[src/rtl/exc_pkg.sv]
package exc_pkg;

    // Index order is the priority order, 0 highest
    typedef enum logic [2:0] {
        C_RESET = 3'd0,
        C_DABT  = 3'd1,
        C_FIQ   = 3'd2,
        C_IRQ   = 3'd3,
        C_PABT  = 3'd4,
        C_UND   = 3'd5,
        C_SWI   = 3'd6,
        C_NONE  = 3'd7
    } cause_e;

    localparam int NUM_CAUSE = 7;

    typedef enum logic [1:0] {
        S_BOOT  = 2'd0,
        S_FILL1 = 2'd1,
        S_FILL2 = 2'd2,
        S_RUN   = 2'd3
    } pipe_state_e;

    localparam logic [4:0] M_USR = 5'b10000;
    localparam logic [4:0] M_FIQ = 5'b10001;
    localparam logic [4:0] M_IRQ = 5'b10010;
    localparam logic [4:0] M_SVC = 5'b10011;
    localparam logic [4:0] M_ABT = 5'b10111;
    localparam logic [4:0] M_UND = 5'b11011;

    function automatic logic [7:0] vec_offset(input cause_e c);
        case (c)
            C_RESET: return 8'h00;
            C_UND:   return 8'h04;
            C_SWI:   return 8'h08;
            C_PABT:  return 8'h0C;
            C_DABT:  return 8'h10;
            C_IRQ:   return 8'h18;
            C_FIQ:   return 8'h1C;
            default: return 8'h00;
        endcase
    endfunction

    function automatic logic [4:0] mode_for(input cause_e c);
        case (c)
            C_RESET: return M_SVC;
            C_SWI:   return M_SVC;
            C_UND:   return M_UND;
            C_PABT:  return M_ABT;
            C_DABT:  return M_ABT;
            C_IRQ:   return M_IRQ;
            C_FIQ:   return M_FIQ;
            default: return M_USR;
        endcase
    endfunction

endpackage

[src/rtl/exc_arbiter.sv]
module exc_arbiter
    import exc_pkg::*;
#(
    parameter int N = NUM_CAUSE
) (
    input  logic [N-1:0] req_i,
    output cause_e       cause_o,
    output logic         any_o
);

    logic [N:0]   seen;
    logic [N-1:0] grant;

    assign seen[0] = 1'b0;

    genvar i;
    generate
        for (i = 0; i < N; i++) begin : g_pri
            assign grant[i]  = req_i[i] & ~seen[i];
            assign seen[i+1] = seen[i] | req_i[i];
        end
    endgenerate

    assign any_o = seen[N];

    always_comb begin
        cause_o = C_NONE;
        for (int j = N - 1; j >= 0; j--) begin
            if (grant[j]) cause_o = cause_e'(3'(j));
        end
    end

    // at most one winner, and a winner whenever anything is pending
    always_comb begin
        p_grant_onehot_r7: assert ($onehot0(grant));
        p_winner_present_r7: assert ((cause_o != C_NONE) == (req_i != '0));
    end

endmodule

[src/rtl/exc_fsm.sv]
module exc_fsm
    import exc_pkg::*;
(
    input  logic clk,
    input  logic rst_n,
    input  logic flush_i,
    output logic boot_o,
    output logic dec_valid_o,
    output logic exec_valid_o
);

    pipe_state_e st_q, st_d;

    always_ff @(posedge clk) begin
        if (!rst_n) st_q <= S_BOOT;
        else        st_q <= st_d;
    end

    always_comb begin
        st_d = st_q;
        unique case (st_q)
            S_BOOT:  st_d = flush_i ? S_FILL1 : S_BOOT;
            S_FILL1: st_d = flush_i ? S_FILL1 : S_FILL2;
            S_FILL2: st_d = flush_i ? S_FILL1 : S_RUN;
            S_RUN:   st_d = flush_i ? S_FILL1 : S_RUN;
        endcase
    end

    always_comb begin
        boot_o       = (st_q == S_BOOT);
        dec_valid_o  = (st_q == S_FILL2) || (st_q == S_RUN);
        exec_valid_o = (st_q == S_RUN);
    end

    p_flush_refill_r8: assert property (@(posedge clk) disable iff (!rst_n)
        flush_i |=> (st_q == S_FILL1) && !exec_valid_o);

    p_fill_step_r2: assert property (@(posedge clk) disable iff (!rst_n)
        (st_q == S_FILL1) && !flush_i |=> (st_q == S_FILL2));

    p_fill_done_r2: assert property (@(posedge clk) disable iff (!rst_n)
        (st_q == S_FILL2) && !flush_i |=> exec_valid_o);

endmodule

[src/rtl/exc_pipe_regs.sv]
module exc_pipe_regs #(
    parameter int AW   = 32,
    parameter int STEP = 4
) (
    input  logic          clk,
    input  logic          rst_n,
    input  logic          boot_i,
    input  logic          take_i,
    input  logic [AW-1:0] vector_i,
    input  logic          ret_load_i,
    input  logic [AW-1:0] ret_addr_i,
    input  logic          fetch_abort_i,
    input  logic          retire_plain_i,
    output logic [AW-1:0] pc_o,
    output logic          exe_abort_o,
    output logic          retired_o
);

    logic [AW-1:0] pc_q;
    logic          dec_abt_q;
    logic          exe_abt_q;
    logic          retired_q;

    always_ff @(posedge clk) begin
        if (!rst_n) begin
            pc_q      <= '0;
            dec_abt_q <= 1'b0;
            exe_abt_q <= 1'b0;
            retired_q <= 1'b0;
        end else begin
            retired_q <= retire_plain_i;
            if (take_i) begin
                pc_q      <= vector_i;
                dec_abt_q <= 1'b0;
                exe_abt_q <= 1'b0;
            end else if (ret_load_i) begin
                pc_q      <= ret_addr_i;
                dec_abt_q <= 1'b0;
                exe_abt_q <= 1'b0;
            end else if (!boot_i) begin
                pc_q      <= pc_q + AW'(STEP);
                exe_abt_q <= dec_abt_q;
                dec_abt_q <= fetch_abort_i;
            end
        end
    end

    assign pc_o        = pc_q;
    assign exe_abort_o = exe_abt_q;
    assign retired_o   = retired_q;

    p_squash_tags_r8: assert property (@(posedge clk) disable iff (!rst_n)
        take_i |=> !exe_abort_o);

    p_redirect_r11: assert property (@(posedge clk) disable iff (!rst_n)
        ret_load_i && !take_i |=> pc_o == $past(ret_addr_i));

    p_step_r2: assert property (@(posedge clk) disable iff (!rst_n)
        !take_i && !ret_load_i && !boot_i |=> pc_o == $past(pc_o) + AW'(STEP));

endmodule

[src/rtl/exc_status.sv]
module exc_status
    import exc_pkg::*;
(
    input  logic       clk,
    input  logic       rst_n,
    input  logic       take_i,
    input  cause_e     cause_i,
    input  logic       ret_load_i,
    input  logic [4:0] ret_mode_i,
    input  logic       ret_irq_dis_i,
    input  logic       ret_fiq_dis_i,
    output logic [4:0] mode_o,
    output logic       irq_dis_o,
    output logic       fiq_dis_o
);

    logic [4:0] mode_q;
    logic       irq_dis_q;
    logic       fiq_dis_q;
    logic       masks_fiq;

    assign masks_fiq = (cause_i == C_FIQ) || (cause_i == C_RESET);

    always_ff @(posedge clk) begin
        if (!rst_n) begin
            mode_q    <= M_SVC;
            irq_dis_q <= 1'b1;
            fiq_dis_q <= 1'b1;
        end else if (take_i) begin
            mode_q    <= mode_for(cause_i);
            irq_dis_q <= 1'b1;
            if (masks_fiq) fiq_dis_q <= 1'b1;
        end else if (ret_load_i) begin
            mode_q    <= ret_mode_i;
            irq_dis_q <= ret_irq_dis_i;
            fiq_dis_q <= ret_fiq_dis_i;
        end
    end

    assign mode_o    = mode_q;
    assign irq_dis_o = irq_dis_q;
    assign fiq_dis_o = fiq_dis_q;

    p_entry_masks_irq_r9: assert property (@(posedge clk) disable iff (!rst_n)
        take_i |=> irq_dis_o);

    p_fiq_mask_kept_r9: assert property (@(posedge clk) disable iff (!rst_n)
        take_i && !masks_fiq |=> fiq_dis_o == $past(fiq_dis_o));

endmodule

[src/rtl/exc_entry_ctrl.sv]
module exc_entry_ctrl
    import exc_pkg::*;
#(
    parameter int            AW       = 32,
    parameter logic [AW-1:0] VEC_BASE = '0
) (
    input  logic          clk,
    input  logic          rst_n,
    input  logic          fetch_abort,
    input  logic          exec_swi,
    input  logic          exec_undef,
    input  logic          dabort,
    input  logic          irq_n,
    input  logic          fiq_n,
    input  logic          ret_valid,
    input  logic [AW-1:0] ret_addr,
    input  logic [4:0]    ret_mode,
    input  logic          ret_irq_dis,
    input  logic          ret_fiq_dis,
    output logic [AW-1:0] fetch_pc,
    output logic [AW-1:0] exec_pc,
    output logic          exec_valid,
    output logic          retire,
    output logic          exc_take,
    output logic [AW-1:0] exc_vector,
    output logic [AW-1:0] exc_link,
    output logic [4:0]    exc_mode,
    output logic          flush,
    output logic [4:0]    cur_mode,
    output logic          irq_dis,
    output logic          fiq_dis
);

    localparam int STEP      = 4;
    localparam int LINK_BACK = STEP;
    localparam int EXEC_BACK = 2 * STEP;

    logic                 boot;
    logic                 dec_valid;
    logic                 exe_abort;
    logic                 retired_prev;
    logic                 ret_load;
    logic [NUM_CAUSE-1:0] req;
    cause_e               cause;
    logic                 take;
    logic [AW-1:0]        vector;

    exc_fsm u_fsm (
        .clk          (clk),
        .rst_n        (rst_n),
        .flush_i      (flush),
        .boot_o       (boot),
        .dec_valid_o  (dec_valid),
        .exec_valid_o (exec_valid)
    );

    always_comb begin
        req          = '0;
        req[C_RESET] = boot;
        req[C_DABT]  = dabort && retired_prev;
        req[C_FIQ]   = exec_valid && !fiq_n && !fiq_dis;
        req[C_IRQ]   = exec_valid && !irq_n && !irq_dis;
        req[C_PABT]  = exec_valid && exe_abort;
        req[C_UND]   = exec_valid && exec_undef;
        req[C_SWI]   = exec_valid && exec_swi;
    end

    exc_arbiter #(.N(NUM_CAUSE)) u_arb (
        .req_i   (req),
        .cause_o (cause),
        .any_o   (take)
    );

    assign vector   = VEC_BASE + AW'(vec_offset(cause));
    assign ret_load = exec_valid && ret_valid && !take;
    assign retire   = exec_valid && !take;
    assign flush    = take || ret_load;

    exc_pipe_regs #(.AW(AW), .STEP(STEP)) u_pipe (
        .clk            (clk),
        .rst_n          (rst_n),
        .boot_i         (boot),
        .take_i         (take),
        .vector_i       (vector),
        .ret_load_i     (ret_load),
        .ret_addr_i     (ret_addr),
        .fetch_abort_i  (fetch_abort),
        .retire_plain_i (retire && !ret_valid),
        .pc_o           (fetch_pc),
        .exe_abort_o    (exe_abort),
        .retired_o      (retired_prev)
    );

    exc_status u_status (
        .clk           (clk),
        .rst_n         (rst_n),
        .take_i        (take),
        .cause_i       (cause),
        .ret_load_i    (ret_load),
        .ret_mode_i    (ret_mode),
        .ret_irq_dis_i (ret_irq_dis),
        .ret_fiq_dis_i (ret_fiq_dis),
        .mode_o        (cur_mode),
        .irq_dis_o     (irq_dis),
        .fiq_dis_o     (fiq_dis)
    );

    assign exec_pc    = fetch_pc - AW'(EXEC_BACK);
    assign exc_take   = take;
    assign exc_vector = take ? vector : '0;
    assign exc_link   = (take && !boot) ? (fetch_pc - AW'(LINK_BACK)) : '0;
    assign exc_mode   = take ? mode_for(cause) : M_USR;

    p_dabt_after_retire_r6: assert property (@(posedge clk) disable iff (!rst_n)
        take && (cause == C_DABT) |-> $past(retire) && !$past(ret_valid));

    p_decode_before_exec_r2: assert property (@(posedge clk) disable iff (!rst_n)
        exec_valid |-> dec_valid);

    p_no_retire_on_take_r12: assert property (@(posedge clk) disable iff (!rst_n)
        take |=> !exec_valid);

endmodule

[config.mk]
export PLATFORM = sky130hd
export DESIGN_NAME = exc_entry_ctrl
export DESIGN_NICKNAME = d
export VERILOG_FILES = /design/src/rtl/exc_pkg.sv /design/src/rtl/exc_arbiter.sv /design/src/rtl/exc_fsm.sv /design/src/rtl/exc_pipe_regs.sv /design/src/rtl/exc_status.sv /design/src/rtl/exc_entry_ctrl.sv
export SDC_FILE = /design/constraint.sdc
export NUM_CORES = 1
export LEC_CHECK = 0
export ABC_AREA = 1
export BUFFER_PORTS_ARGS = -buffer_cell sky130_fd_sc_hd__buf_2
export CORE_MARGIN = 2
export CORE_UTILIZATION = 46
export DETAILED_ROUTE_END_ITERATION = 7
export PLACE_DENSITY = 0.81
export SYNTH_ARGS = -nofsm -noshare
export SYNTH_HDL_FRONTEND = slang
export SYNTH_HIERARCHICAL = 1
export SYNTH_SLANG_ARGS = --single-unit
[constraint.sdc]
create_clock -name clk -period 3.51 [get_ports clk]
set_clock_uncertainty 0.15 [all_clocks]
set_input_delay 0.702 -clock clk [delete_from_list [all_inputs] [get_ports clk]]
set_output_delay 0.702 -clock clk [all_outputs]
set_load 0.05 [all_outputs]
==> results.json <==
{
  "outcome": "finished, final reports clean",
  "synth_area_um2": 5100,
  "gp_congestion": 0.951,
  "cts_tree": "built",
  "num_vias": 6237,
  "crit_path_end_kind": "output pin",
  "seq_area_um2": 883,
  "grt_start_max_net_pins": 45,
  "drt_iter0_drc": 399,
  "arrival_ps": 2500,
  "final.setup.tns_ps": 0,
  "setup_slack_ps": 155,
  "clockBufferDepth": 2,
  "fin_hold_ws_ps": 315,
  "postSynthAreaPerCell_um2": 5.58,
  "nNetsFinal": 1152,
  "h-tree-depth": 2,
  "antennaDiodeCount": 0,
  "syn_inst": 914,
  "core_um2": 10800,
  "drt-pass1-iter-count": 5,
  "cts_made_buffers": 5,
  "dp_hpwl_um": 12400,
  "max_freq_ghz": 0.298,
  "hp-class": "reg -> reg",
  "die_h_um": 109,
  "crit_top_cell": "nor2_4",
  "antenna_found_initial": 0,
  "wl_met2_um": 7690,
  "cts.reportedPaths.clkPinSlew_ps": 100,
  "yosysWarnings": 6,
  "port_buffers": 161,
  "worstPathCellList": "nand2_2 -> clkinvlp_4 -> inv_4 -> nor3_2 -> inv_1 -> nand2_2 -> nor2_4 -> nand4_1 -> inv_2 -> nor2_4 -> buf_4 -> clkbuf_16 -> nand2_4 -> nor2_4 -> buf_2",
  "slew_viol_final": 0,
  "worstMarginPinSlew_ps": 555,
  "clockRootBuffer": "clkbuf_8",
  "critPathMaxFanout": 11,
  "drc_errors": 0,
  "clk_latency_ps": 310,
  "grt_pass1_vias": 5568,
  "row_count": 38,
  "grt_usage": 0.269,
  "area_delta_synth_final_pct": 29.7,
  "crit_type": "reg -> out",
  "cp_slowest_cell": "dfxtp_2",
  "cellLeakagePower_nw": 3.24,
  "wl_per_cell_um": 13.3,
  "wirelength_met1_um": 7070,
  "maxCapViolCount": 0,
  "grt_pass1_wl_um": 25700,
  "top_layer": "met4",
  "nFillCells": 1104,
  "layout-drive-gt1-share": 0.284,
  "p_per_area_nw_per_um2": 602,
  "layout_min_cycle_time_ps": 3350,
  "ant_nets": 0,
  "dpl_worst_slack_ps": 237,
  "slew_headroom": 0.629,
  "crit_required_ps": 2660,
  "die_area_um2": 11900,
  "cpPeakStageDelay_ps": 370,
  "cts_sinks": 44,
  "ir_drop_v": 0.000352,
  "grt_overflow": 0,
  "worst-r2r-setup-slack_ps": 560,
  "ioPinCount": 192,
  "hold_viol": 0,
  "holdBufCountCts": 0,
  "vias_per_cell": 5.02,
  "wl_met3_um": 1350,
  "die_x_um": 109,
  "finalSetupViolCount": 0,
  "start_util": 0.470,
  "wirelength_um": 16500,
  "multiInputGateArea_um2": 4050,
  "critPathLaunchType": "register",
  "finalCritPeriodShare": 0.956
}
worst max-delay path: cells and delay by family, from the launching register on:
family                 cells  cell delay, ps
and+or+nand+nor            8             850
buffers and inverters      7             970
DFF                        1             370
layout by cell type (no fill, tap or decap), types with 24 or more instances in the layout:
cell type	n
a21oi_1	58
buf_2	151
conb_1	59
dfxtp_1	42
inv_1	83
nand2_1	246
nand3_1	61
nor2_1	152
nor2_2	24
nor2_4	27
xor2_1	32
final cells by class:
cell class,count,share of cell area
clock buffer,5,0.0104
clock inverter,3,0.00700
inverter,93,0.0547
multi-input combinational,778,0.613
sequential,44,0.134
tap,140,0.0265
timing repair buffer,179,0.155
metal layers:
layer	vias up	track usage
li1	3136	-
met1	2816	0.353
met2	250	0.462
met3	35	0.0329
met4	0	0.0741
met5	-	0
metrics by stage:
| step | cell area (µm²) | total power (W) | utilization | instances |
|---|---|---|---|---|
| 2_1_floorplan | 5680 | 0.00295 | - | 971 |
| 5_1_grt | 6610 | 0.00423 | 0.610 | 1242 |
| 3_5_place_dp | 6400 | 0.00351 | 0.590 | 1230 |
| 3_3_place_gp | 6400 | 0.00348 | 0.590 | 1230 |
| 4_1_cts | 6510 | 0.00393 | 0.601 | 1238 |
| 6_report | 6610 | 0.00398 | 0.610 | 1242 |
path summary, 6_finish.rpt:
kind / start / endpoint / cells past startpoint
max: u_fsm/st_q[1] / exc_link[25] / 15
min: u_pipe/dec_abt_q / u_pipe/dec_abt_q / 2
max reg2reg: u_fsm/st_q[1] / u_pipe/pc_o[2] / 17
min reg2reg: u_pipe/dec_abt_q / u_pipe/dec_abt_q / 2
power by group:
part | switching, W | leakage [nW] | internal [W]
Clock | 0.000202 | 0.0548 | 0.000215
Combinational | 0.00207 | 2.82 | 0.000707
Sequential | 0.000211 | 0.364 | 0.000580
sequential cells by signal, indices dropped and copies added (netlist names):
signal	cells
u_pipe/exe_abort_o	1
u_pipe/pc_o	32
u_status/fiq_dis_o	1
u_status/irq_dis_o	1
u_fsm/st_q	2
u_pipe/retired_o	1
u_pipe/dec_abt_q	1
u_status/mode_o	5
what timing repair did:
item | CTS | global route
gates resized for setup | 0 | 14
setup buffers | 0 | 3
endpoints found under the setup margin | 0 | 16
Note: power is estimated with default switching activity, not from simulation.
